File: config.mk
export PLATFORM = sky130hd
export DESIGN_NAME = fn_cfg_ctrl
export DESIGN_NICKNAME = d
export VERILOG_FILES = /design/src/rtl/fn_cfg_pkg.sv /design/src/rtl/fn_table.sv /design/src/rtl/fn_lookup.sv /design/src/rtl/fn_resp.sv /design/src/rtl/evt_fifo.sv /design/src/rtl/fn_cfg_ctrl.sv
export SDC_FILE = /design/constraint.sdc
export NUM_CORES = 2
export LEC_CHECK = 0
export ABC_AREA = 1
export CORE_AREA = 2 2 396 398
export CTS_BUF_LIST = sky130_fd_sc_hd__clkbuf_8
export DETAILED_ROUTE_END_ITERATION = 6
export DIE_AREA = 0 0 398 400
export GPL_TIMING_DRIVEN = 0
export PLACE_DENSITY_LB_ADDON = 0.2
export SETUP_SLACK_MARGIN = 0.02
export SLEW_MARGIN = 20
export SYNTH_ARGS = -nofsm -noshare
export SYNTH_HDL_FRONTEND = slang
export SYNTH_HIERARCHICAL = 1
export SYNTH_SLANG_ARGS = --single-unit
File: constraint.sdc
create_clock -name clk -period 11.6 [get_ports clk]
set_input_delay 2.32 -clock clk [delete_from_list [all_inputs] [get_ports clk]]
set_output_delay 2.32 -clock clk [all_outputs]
set_load 0.005 [all_outputs]
File: src/rtl/fn_cfg_pkg.sv
package fn_cfg_pkg;

    localparam int FID_W     = 32;
    localparam int FH_W      = 32;
    localparam int LEN_W     = 16;
    localparam int RC_W      = 16;
    localparam int MIN_LEN   = 16;
    localparam int FH_EN_BIT = 31;

    typedef enum logic [2:0] {
        FS_RSV  = 3'd0,
        FS_STBY = 3'd1,
        FS_DIS  = 3'd2,
        FS_ENA  = 3'd3,
        FS_BLK  = 3'd4
    } fn_state_e;

    typedef enum logic [1:0] {
        OP_CFG   = 2'd0,
        OP_DECFG = 2'd1,
        OP_RST   = 2'd2,
        OP_NONE  = 2'd3
    } req_op_e;

    localparam logic [RC_W-1:0] RC_NORMAL  = 16'h0010;
    localparam logic [RC_W-1:0] RC_NOACT   = 16'h0020;
    localparam logic [RC_W-1:0] RC_RSV     = 16'h0009;
    localparam logic [RC_W-1:0] RC_SHORT   = 16'h0300;
    localparam logic [RC_W-1:0] RC_UNKNOWN = 16'h09F0;

    localparam logic [1:0] CLS_ERR   = 2'd1;
    localparam logic [1:0] CLS_AVAIL = 2'd2;

    typedef struct packed {
        logic [1:0]       cls;
        logic [FID_W-1:0] fid;
        logic [FH_W-1:0]  fh;
        logic [31:0]      err;
        logic [63:0]      addr;
        logic [15:0]      code;
    } evt_t;

endpackage

File: src/rtl/fn_table.sv
module fn_table
    import fn_cfg_pkg::*;
#(
    parameter int N_FN  = 8,
    parameter int IDX_W = $clog2(N_FN)
) (
    input  logic                         clk,
    input  logic                         rst_n,
    input  logic [N_FN-1:0][FID_W-1:0]   strap_fid_i,
    input  logic [N_FN-1:0][2:0]         strap_state_i,
    input  logic [N_FN-1:0]              strap_irq_i,
    input  logic [N_FN-1:0]              strap_xlat_i,
    input  logic                         upd_en_i,
    input  logic [IDX_W-1:0]             upd_idx_i,
    input  logic [2:0]                   upd_state_i,
    input  logic                         upd_clr_en_i,
    input  logic                         upd_clr_irq_i,
    input  logic                         upd_clr_xlat_i,
    output logic [N_FN-1:0][FID_W-1:0]   tbl_fid_o,
    output logic [N_FN-1:0][2:0]         tbl_state_o,
    output logic [N_FN-1:0][FH_W-1:0]    tbl_fh_o,
    output logic [N_FN-1:0]              tbl_irq_o,
    output logic [N_FN-1:0]              tbl_xlat_o
);

    typedef struct packed {
        logic [N_FN-1:0][FID_W-1:0] fid;
        logic [N_FN-1:0][2:0]       st;
        logic [N_FN-1:0][FH_W-1:0]  fh;
        logic [N_FN-1:0]            irq;
        logic [N_FN-1:0]            xl;
    } tbl_t;

    tbl_t tbl_d, tbl_q;

    always_comb begin
        tbl_d = tbl_q;
        if (!rst_n) begin
            for (int i = 0; i < N_FN; i++) begin
                tbl_d.fid[i]                = strap_fid_i[i];
                tbl_d.st[i]                 = strap_state_i[i];
                tbl_d.irq[i]                = strap_irq_i[i];
                tbl_d.xl[i]                 = strap_xlat_i[i];
                tbl_d.fh[i]                 = '0;
                tbl_d.fh[i][IDX_W-1:0]      = IDX_W'(i);
                tbl_d.fh[i][FH_EN_BIT]      = (strap_state_i[i] == FS_ENA) ||
                                              (strap_state_i[i] == FS_BLK);
            end
        end else if (upd_en_i) begin
            tbl_d.st[upd_idx_i] = upd_state_i;
            if (upd_clr_en_i) begin
                tbl_d.fh[upd_idx_i][FH_EN_BIT] = 1'b0;
            end
            if (upd_clr_irq_i) begin
                tbl_d.irq[upd_idx_i] = 1'b0;
            end
            if (upd_clr_xlat_i) begin
                tbl_d.xl[upd_idx_i] = 1'b0;
            end
        end
    end

    always_ff @(posedge clk) begin
        tbl_q <= tbl_d;
    end

    assign tbl_fid_o   = tbl_q.fid;
    assign tbl_state_o = tbl_q.st;
    assign tbl_fh_o    = tbl_q.fh;
    assign tbl_irq_o   = tbl_q.irq;
    assign tbl_xlat_o  = tbl_q.xl;

endmodule

File: src/rtl/fn_lookup.sv
module fn_lookup
    import fn_cfg_pkg::*;
#(
    parameter int N_FN  = 8,
    parameter int IDX_W = $clog2(N_FN)
) (
    input  logic                       clk,
    input  logic                       rst_n,
    input  logic                       req_valid_i,
    input  logic [1:0]                 req_op_i,
    input  logic [FID_W-1:0]           req_fid_i,
    input  logic [LEN_W-1:0]           req_len_i,
    input  logic [N_FN-1:0][FID_W-1:0] tbl_fid_i,
    output logic                       lk_vld_o,
    output logic [1:0]                 lk_op_o,
    output logic                       lk_short_o,
    output logic                       lk_hit_o,
    output logic [IDX_W-1:0]           lk_idx_o
);

    typedef struct packed {
        logic             vld;
        logic [1:0]       op;
        logic             short_len;
        logic             hit;
        logic [IDX_W-1:0] idx;
    } lk_t;

    lk_t lk_d, lk_q;

    always_comb begin
        lk_d           = lk_q;
        lk_d.vld       = req_valid_i && (req_op_i != OP_NONE);
        lk_d.op        = req_op_i;
        lk_d.short_len = req_len_i < LEN_W'(MIN_LEN);
        lk_d.hit       = 1'b0;
        lk_d.idx       = '0;
        // descending scan: the lowest matching slot is written last and wins
        for (int i = N_FN - 1; i >= 0; i--) begin
            if (tbl_fid_i[i] == req_fid_i) begin
                lk_d.hit = 1'b1;
                lk_d.idx = IDX_W'(i);
            end
        end
        if (!rst_n) begin
            lk_d = '0;
        end
    end

    always_ff @(posedge clk) begin
        lk_q <= lk_d;
    end

    assign lk_vld_o   = lk_q.vld;
    assign lk_op_o    = lk_q.op;
    assign lk_short_o = lk_q.short_len;
    assign lk_hit_o   = lk_q.hit;
    assign lk_idx_o   = lk_q.idx;

endmodule

File: src/rtl/fn_resp.sv
module fn_resp
    import fn_cfg_pkg::*;
#(
    parameter int N_FN  = 8,
    parameter int IDX_W = $clog2(N_FN)
) (
    input  logic                 clk,
    input  logic                 rst_n,
    input  logic                 lk_vld_i,
    input  logic [1:0]           lk_op_i,
    input  logic                 lk_short_i,
    input  logic                 lk_hit_i,
    input  logic [IDX_W-1:0]     lk_idx_i,
    input  logic [N_FN-1:0][2:0] tbl_state_i,
    input  logic [N_FN-1:0]      tbl_irq_i,
    input  logic [N_FN-1:0]      tbl_xlat_i,
    output logic                 upd_en_o,
    output logic [IDX_W-1:0]     upd_idx_o,
    output logic [2:0]           upd_state_o,
    output logic                 upd_clr_en_o,
    output logic                 upd_clr_irq_o,
    output logic                 upd_clr_xlat_o,
    output logic                 rsp_valid_o,
    output logic [RC_W-1:0]      rsp_code_o,
    output logic                 irq_down_o,
    output logic                 xlat_down_o,
    output logic [IDX_W-1:0]     down_idx_o
);

    typedef struct packed {
        logic             vld;
        logic [RC_W-1:0]  code;
        logic             irq;
        logic             xl;
        logic [IDX_W-1:0] idx;
    } rsp_t;

    rsp_t rsp_d, rsp_q;

    logic [2:0] cur_st;
    logic       cur_irq;
    logic       cur_xl;

    assign cur_st  = tbl_state_i[lk_idx_i];
    assign cur_irq = tbl_irq_i[lk_idx_i];
    assign cur_xl  = tbl_xlat_i[lk_idx_i];

    always_comb begin
        rsp_d          = '0;
        rsp_d.vld      = lk_vld_i;
        rsp_d.code     = RC_NOACT;
        rsp_d.idx      = lk_idx_i;
        upd_en_o       = 1'b0;
        upd_idx_o      = lk_idx_i;
        upd_state_o    = cur_st;
        upd_clr_en_o   = 1'b0;
        upd_clr_irq_o  = 1'b0;
        upd_clr_xlat_o = 1'b0;

        if (lk_short_i) begin
            rsp_d.code = RC_SHORT;
        end else if (!lk_hit_i) begin
            rsp_d.code = RC_UNKNOWN;
        end else if (cur_st == FS_RSV) begin
            rsp_d.code = RC_RSV;
        end else begin
            unique case (lk_op_i)
                OP_CFG: begin
                    if (cur_st == FS_STBY) begin
                        upd_en_o    = lk_vld_i;
                        upd_state_o = FS_DIS;
                        rsp_d.code  = RC_NORMAL;
                    end
                end
                OP_DECFG: begin
                    if (cur_st != FS_STBY) begin
                        upd_en_o       = lk_vld_i;
                        upd_state_o    = FS_STBY;
                        upd_clr_irq_o  = cur_irq;
                        upd_clr_xlat_o = cur_xl;
                        rsp_d.irq      = lk_vld_i && cur_irq;
                        rsp_d.xl       = lk_vld_i && cur_xl;
                        rsp_d.code     = RC_NORMAL;
                    end
                end
                OP_RST: begin
                    if (cur_st != FS_STBY) begin
                        upd_en_o     = lk_vld_i;
                        upd_state_o  = FS_DIS;
                        upd_clr_en_o = 1'b1;
                        rsp_d.code   = RC_NORMAL;
                    end
                end
                default: begin
                    rsp_d.code = RC_NOACT;
                end
            endcase
        end

        if (!rst_n) begin
            rsp_d    = '0;
            upd_en_o = 1'b0;
        end
    end

    always_ff @(posedge clk) begin
        rsp_q <= rsp_d;
    end

    assign rsp_valid_o = rsp_q.vld;
    assign rsp_code_o  = rsp_q.code;
    assign irq_down_o  = rsp_q.irq;
    assign xlat_down_o = rsp_q.xl;
    assign down_idx_o  = rsp_q.idx;

endmodule

File: src/rtl/evt_fifo.sv
module evt_fifo
    import fn_cfg_pkg::*;
#(
    parameter int DEPTH = 8,
    parameter int PTR_W = $clog2(DEPTH),
    parameter int CNT_W = $clog2(DEPTH + 1)
) (
    input  logic  clk,
    input  logic  rst_n,
    input  logic  push_i,
    input  evt_t  push_evt_i,
    input  logic  pop_i,
    output evt_t  head_o,
    output logic  pending_o,
    output logic  ovf_o
);

    typedef struct packed {
        evt_t [DEPTH-1:0] mem;
        logic [PTR_W-1:0] rd;
        logic [PTR_W-1:0] wr;
        logic [CNT_W-1:0] cnt;
        logic             ovf;
    } fifo_t;

    fifo_t f_d, f_q;

    logic cls_ok;
    logic is_full;
    logic do_pop;
    logic do_push;
    evt_t ent;

    function automatic logic [PTR_W-1:0] ptr_inc(input logic [PTR_W-1:0] p);
        return (p == PTR_W'(DEPTH - 1)) ? '0 : p + 1'b1;
    endfunction

    always_comb begin
        f_d     = f_q;
        cls_ok  = push_i && ((push_evt_i.cls == CLS_ERR) ||
                             (push_evt_i.cls == CLS_AVAIL));
        is_full = f_q.cnt == CNT_W'(DEPTH);
        do_pop  = pop_i && (f_q.cnt != '0);
        do_push = cls_ok && (!is_full || do_pop);

        ent = push_evt_i;
        if (push_evt_i.cls == CLS_AVAIL) begin
            ent.err  = '0;
            ent.addr = '0;
        end

        if (do_pop) begin
            f_d.rd = ptr_inc(f_q.rd);
        end
        if (do_push) begin
            f_d.mem[f_q.wr] = ent;
            f_d.wr          = ptr_inc(f_q.wr);
        end
        if (do_push && !do_pop) begin
            f_d.cnt = f_q.cnt + 1'b1;
        end else if (do_pop && !do_push) begin
            f_d.cnt = f_q.cnt - 1'b1;
        end
        if (cls_ok && !do_push) begin
            f_d.ovf = 1'b1;
        end

        if (!rst_n) begin
            f_d.rd  = '0;
            f_d.wr  = '0;
            f_d.cnt = '0;
            f_d.ovf = 1'b0;
        end
    end

    always_ff @(posedge clk) begin
        f_q <= f_d;
    end

    assign head_o    = f_q.mem[f_q.rd];
    assign pending_o = f_q.cnt != '0;
    assign ovf_o     = f_q.ovf;

endmodule

File: src/rtl/fn_cfg_ctrl.sv
module fn_cfg_ctrl
    import fn_cfg_pkg::*;
#(
    parameter int N_FN      = 8,
    parameter int EVT_DEPTH = 8,
    localparam int IDX_W    = $clog2(N_FN)
) (
    input  logic                       clk,
    input  logic                       rst_n,
    input  logic [N_FN-1:0][31:0]      strap_fid_i,
    input  logic [N_FN-1:0][2:0]       strap_state_i,
    input  logic [N_FN-1:0]            strap_irq_i,
    input  logic [N_FN-1:0]            strap_xlat_i,
    input  logic                       req_valid_i,
    input  logic [1:0]                 req_op_i,
    input  logic [31:0]                req_fid_i,
    input  logic [15:0]                req_len_i,
    output logic                       rsp_valid_o,
    output logic [15:0]                rsp_code_o,
    output logic                       irq_down_o,
    output logic                       xlat_down_o,
    output logic [IDX_W-1:0]           down_idx_o,
    output logic [N_FN-1:0][2:0]       fn_state_o,
    output logic [N_FN-1:0][31:0]      fn_handle_o,
    input  logic                       evt_push_i,
    input  logic [1:0]                 evt_cls_i,
    input  logic [31:0]                evt_fid_i,
    input  logic [31:0]                evt_fh_i,
    input  logic [31:0]                evt_err_i,
    input  logic [63:0]                evt_addr_i,
    input  logic [15:0]                evt_code_i,
    input  logic                       evt_pop_i,
    output logic                       evt_pending_o,
    output logic [1:0]                 evt_cls_o,
    output logic [31:0]                evt_fid_o,
    output logic [31:0]                evt_fh_o,
    output logic [31:0]                evt_err_o,
    output logic [63:0]                evt_addr_o,
    output logic [15:0]                evt_code_o,
    output logic                       evt_ovf_o
);

    logic [N_FN-1:0][FID_W-1:0] tbl_fid;
    logic [N_FN-1:0][2:0]       tbl_state;
    logic [N_FN-1:0]            tbl_irq;
    logic [N_FN-1:0]            tbl_xlat;

    logic                 lk_vld;
    logic [1:0]           lk_op;
    logic                 lk_short;
    logic                 lk_hit;
    logic [IDX_W-1:0]     lk_idx;

    logic                 upd_en;
    logic [IDX_W-1:0]     upd_idx;
    logic [2:0]           upd_state;
    logic                 upd_clr_en;
    logic                 upd_clr_irq;
    logic                 upd_clr_xlat;

    evt_t push_evt;
    evt_t head_evt;

    fn_table #(.N_FN(N_FN), .IDX_W(IDX_W)) u_table (
        .clk            (clk),
        .rst_n          (rst_n),
        .strap_fid_i    (strap_fid_i),
        .strap_state_i  (strap_state_i),
        .strap_irq_i    (strap_irq_i),
        .strap_xlat_i   (strap_xlat_i),
        .upd_en_i       (upd_en),
        .upd_idx_i      (upd_idx),
        .upd_state_i    (upd_state),
        .upd_clr_en_i   (upd_clr_en),
        .upd_clr_irq_i  (upd_clr_irq),
        .upd_clr_xlat_i (upd_clr_xlat),
        .tbl_fid_o      (tbl_fid),
        .tbl_state_o    (tbl_state),
        .tbl_fh_o       (fn_handle_o),
        .tbl_irq_o      (tbl_irq),
        .tbl_xlat_o     (tbl_xlat)
    );

    fn_lookup #(.N_FN(N_FN), .IDX_W(IDX_W)) u_lookup (
        .clk         (clk),
        .rst_n       (rst_n),
        .req_valid_i (req_valid_i),
        .req_op_i    (req_op_i),
        .req_fid_i   (req_fid_i),
        .req_len_i   (req_len_i),
        .tbl_fid_i   (tbl_fid),
        .lk_vld_o    (lk_vld),
        .lk_op_o     (lk_op),
        .lk_short_o  (lk_short),
        .lk_hit_o    (lk_hit),
        .lk_idx_o    (lk_idx)
    );

    fn_resp #(.N_FN(N_FN), .IDX_W(IDX_W)) u_resp (
        .clk            (clk),
        .rst_n          (rst_n),
        .lk_vld_i       (lk_vld),
        .lk_op_i        (lk_op),
        .lk_short_i     (lk_short),
        .lk_hit_i       (lk_hit),
        .lk_idx_i       (lk_idx),
        .tbl_state_i    (tbl_state),
        .tbl_irq_i      (tbl_irq),
        .tbl_xlat_i     (tbl_xlat),
        .upd_en_o       (upd_en),
        .upd_idx_o      (upd_idx),
        .upd_state_o    (upd_state),
        .upd_clr_en_o   (upd_clr_en),
        .upd_clr_irq_o  (upd_clr_irq),
        .upd_clr_xlat_o (upd_clr_xlat),
        .rsp_valid_o    (rsp_valid_o),
        .rsp_code_o     (rsp_code_o),
        .irq_down_o     (irq_down_o),
        .xlat_down_o    (xlat_down_o),
        .down_idx_o     (down_idx_o)
    );

    assign push_evt.cls  = evt_cls_i;
    assign push_evt.fid  = evt_fid_i;
    assign push_evt.fh   = evt_fh_i;
    assign push_evt.err  = evt_err_i;
    assign push_evt.addr = evt_addr_i;
    assign push_evt.code = evt_code_i;

    evt_fifo #(.DEPTH(EVT_DEPTH)) u_evtq (
        .clk        (clk),
        .rst_n      (rst_n),
        .push_i     (evt_push_i),
        .push_evt_i (push_evt),
        .pop_i      (evt_pop_i),
        .head_o     (head_evt),
        .pending_o  (evt_pending_o),
        .ovf_o      (evt_ovf_o)
    );

    assign fn_state_o = tbl_state;
    assign evt_cls_o  = head_evt.cls;
    assign evt_fid_o  = head_evt.fid;
    assign evt_fh_o   = head_evt.fh;
    assign evt_err_o  = head_evt.err;
    assign evt_addr_o = head_evt.addr;
    assign evt_code_o = head_evt.code;

endmodule

==> flow_summary.ini <==
[synthesis]
synth_cells = 6760
syn_avg_cell_area_um2 = 11.1
synth_top_area_share = 0.689
yosys-top-cells-count = edfxtp_1, nor2_1, nand2_1
synth_area_um2 = 75400
synth_xor_area_frac = 0.0187
synth_compound_area_frac = 0.0523
synth_edf_count = 1728
synthArstFlopShare = 0
synthFlopType = edfxtp_1
synth.area.mux_share = 0
yosys_warnings = 6
synth_fa_ha_area_frac = 0.00226
yosys-top-cells-area = edfxtp_1, nor2_1, nand2_1, o21ai_0, buf_4
synth_most_common_cell = edfxtp_1
synth_top_area_cell = edfxtp_1
synth-simple-area-share = 0.165
ys_ff_latch = 1759
synth.distinct_cells = 44
synth_top_family_by_area = simple AND/OR/NAND/NOR gates
yosysSeqAreaShare = 0.697

[place]
port_buffers = 721
place_inst = 9873
hpwlAfterDp_mm = 164
gp_congestion = 0.912

[die]
fp.dieW_um = 398
core_um2 = 155000
io_pins = 1011
start_util = 0.486
placementRows = 145
die_height_um = 400
die_area_um2 = 159000

[worst_setup_path]
rr_endpoint = u_evtq/f_q[767]$_DFFE_PP_
crit_fanout = 10
cp-end-kind = output pin
r2r_slack_ns = 8.56
startpoint_type = register
cp_data_required_time_ns = 9.28
cp.arrival_ns = 3.88
critPathKind = register to output pin
r2r_start = u_evtq/f_q[1]$_SDFFE_PN0P_
rr_worst_depth = 9

[timing]
grt_setup_unrepaired = false
skew_ns = 0.0917
worstMarginPinSlew_ns = 1.21
hold_violations = 0
relSlewSlack = 0.190
layout_min_cycle_time_ns = 6.20
drv_slew = 0
max_freq_ghz = 0.161
setup_violations = 0
tns_ns = 0
post-route-period-util = 0.534

[clock_network]
hold_buffers = 0
ctsResizeCount = 0
cts_buffer_depth = 4
cts_max_level = 5
clk_latency_ns = 1.03
numCtsBuffers = 307
clk_pin_slew_ns = 0.06
root_buffer = clkbuf_8
cts_tree = done
cts_setup_buffers = 0
clock-sinks = 1759

[final_layout]
area.growth.synth_to_final_pct = 24.0
layout-drive-gt1-share = 0.118
n_fill_cell = 12500
instances_no_fill = 10400
final_nets = 8666

[global_routing]
grt_max_degree = 88
grt_pass1_wl_mm = 328
grt_overflow = 0
first_global_vias = 50600
antenna_found_initial = 83
track_usage = 0.284

[drt]
drc = 0
num_vias = 53600
wire_per_inst_um = 22.1
viasPerCell = 5.13
detail_route.iter0.violations = 5214
first_pass_iters = 6
routed_wl_mm = 231
final_antenna_net_count = 0

[worst_hold_path]
hold_class = register to register
hold_path.startpoint = u_evtq/ovf_o$_SDFFE_PN0P_
worstHoldPathCells = 2
hold_end = u_evtq/ovf_o$_SDFFE_PN0P_

[power_and_ir_drop]
cellLeakagePower_nw = 36.6
p_per_area_nw_per_um2 = 192
max-vdd-ir-drop_v = 0.000111

[status]
outcome = finished clean

[run]
maxCapViolations = 0
## per-layer routing
| metal | wire length [um] | GRT usage |
|---|---|---|
| met1 | 89200 | 0.366 |
| met2 | 107000 | 0.445 |
| met3 | 24200 | 0.0755 |
| met4 | 10700 | 0.143 |
| met5 | 185 | 0 |
## layout make-up
type	instances	area [um^2]	share of cell area
clock inverter	204	908	0.00972
clock buffer	316	4350	0.0465
inverter	261	982	0.0105
buffer	594	3930	0.0420
antenna	50	125	0.00134
multi-input combinational	4398	19000	0.203
sequential	1759	52500	0.562
timing repair buffer	803	9110	0.0975
tap	2058	2570	0.0276
## layout by cell type, fill, tap and decap left out, drive strengths merged, types with 2 or more instances in the layout
master and n:
inv 366, nand3b 3, o21ai 753, clkinv 95, nand2 1305, nor3b 4
or2 37, nor3 20, xnor2 84, ha 12, buf 582, o221ai 2
dfxtp 31, a21oi 10, nor2 1695, o211ai 3, xor2 77, nand4 18
clkbuf 411, conb 255, nor4 2, bufinv 3, diode 50, edfxtp 1728
clkdlybuf4s50 720, nand3 103, o22ai 11
## state kept, by name (all words and copies together) (netlist names), 2 cells and up
register / flops
u_evtq/f_q: 1434
u_lookup/lk_idx_o: 3
u_table/tbl_xlat_o: 8
u_table/tbl_fid_o: 256
u_table/tbl_state_o: 24
u_resp/down_idx_o: 3
u_lookup/lk_op_o: 2
u_table/tbl_fh_o: 8
u_resp/rsp_code_o: 6
u_table/tbl_irq_o: 8
## power by group
group          switching [mW]  leakage [nW]  total [mW]  internal [mW]
logic                    3.50          17.3        5.63           2.13
clock network            2.43          3.09        5.01           2.57
registers              0.0816          16.2        7.33           7.25
total                    6.02          36.6        18.0           11.9
## stage by stage
step | hold slack, ns | utilization | total power, mW | area [um^2] | setup WS [ns]
final | 0.455 | 0.602 | 18.0 | 93400 | 5.40
after detailed placement | 0.455 | 0.568 | 13.0 | 88100 | 5.46
after global placement | 0.450 | 0.555 | 13.0 | 86100 | -7.84
after global routing | 0.487 | 0.602 | 18.9 | 93400 | 5.23
after CTS | 0.464 | 0.602 | 18.0 | 93300 | 5.33
after floorplan | 0.421 | - | 10.3 | 76300 | 0.236
## how the worst max path moves through the flow
stage | end | slack, ns | startpoint
floorplan | u_evtq/f_q[100]$_DFFE_PP_ | 0.24 | evt_cls_i[0]
global placement | u_evtq/f_q[78]$_DFFE_PP_ | -7.84 | evt_cls_i[0]
detailed placement | u_evtq/f_q[783]$_DFFE_PP_ | 5.46 | evt_cls_i[0]
CTS | evt_addr_o[6] | 5.33 | u_evtq/f_q[9]$_SDFFE_PN0P_
global route | evt_code_o[13] | 5.23 | u_evtq/f_q[9]$_SDFFE_PN0P_
finish | evt_err_o[8] | 5.40 | u_evtq/f_q[10]$_SDFFE_PN0P_
## critical path, cell delays in order (launching register included)
cell,delay [ns]
dfxtp_1,0.33
buf_2,0.37
clkbuf_2,0.64
clkbuf_1,0.60
nand2_1,0.13
nand2_1,0.24
clkdlybuf4s50_1,0.56
## cell families (layout without fill, tap and decap cells)
logic type	Yosys count	in the layout
AOI/OAI and AO/OA	780	780
xor gates and xnor gates	161	161
and+or+nand+nor	3189	3189
buffers and inverters	855	2178
adders and majority gates	13	13
other	3	305
DFF	1759	1759
Note: power is estimated with default switching activity, not from simulation.
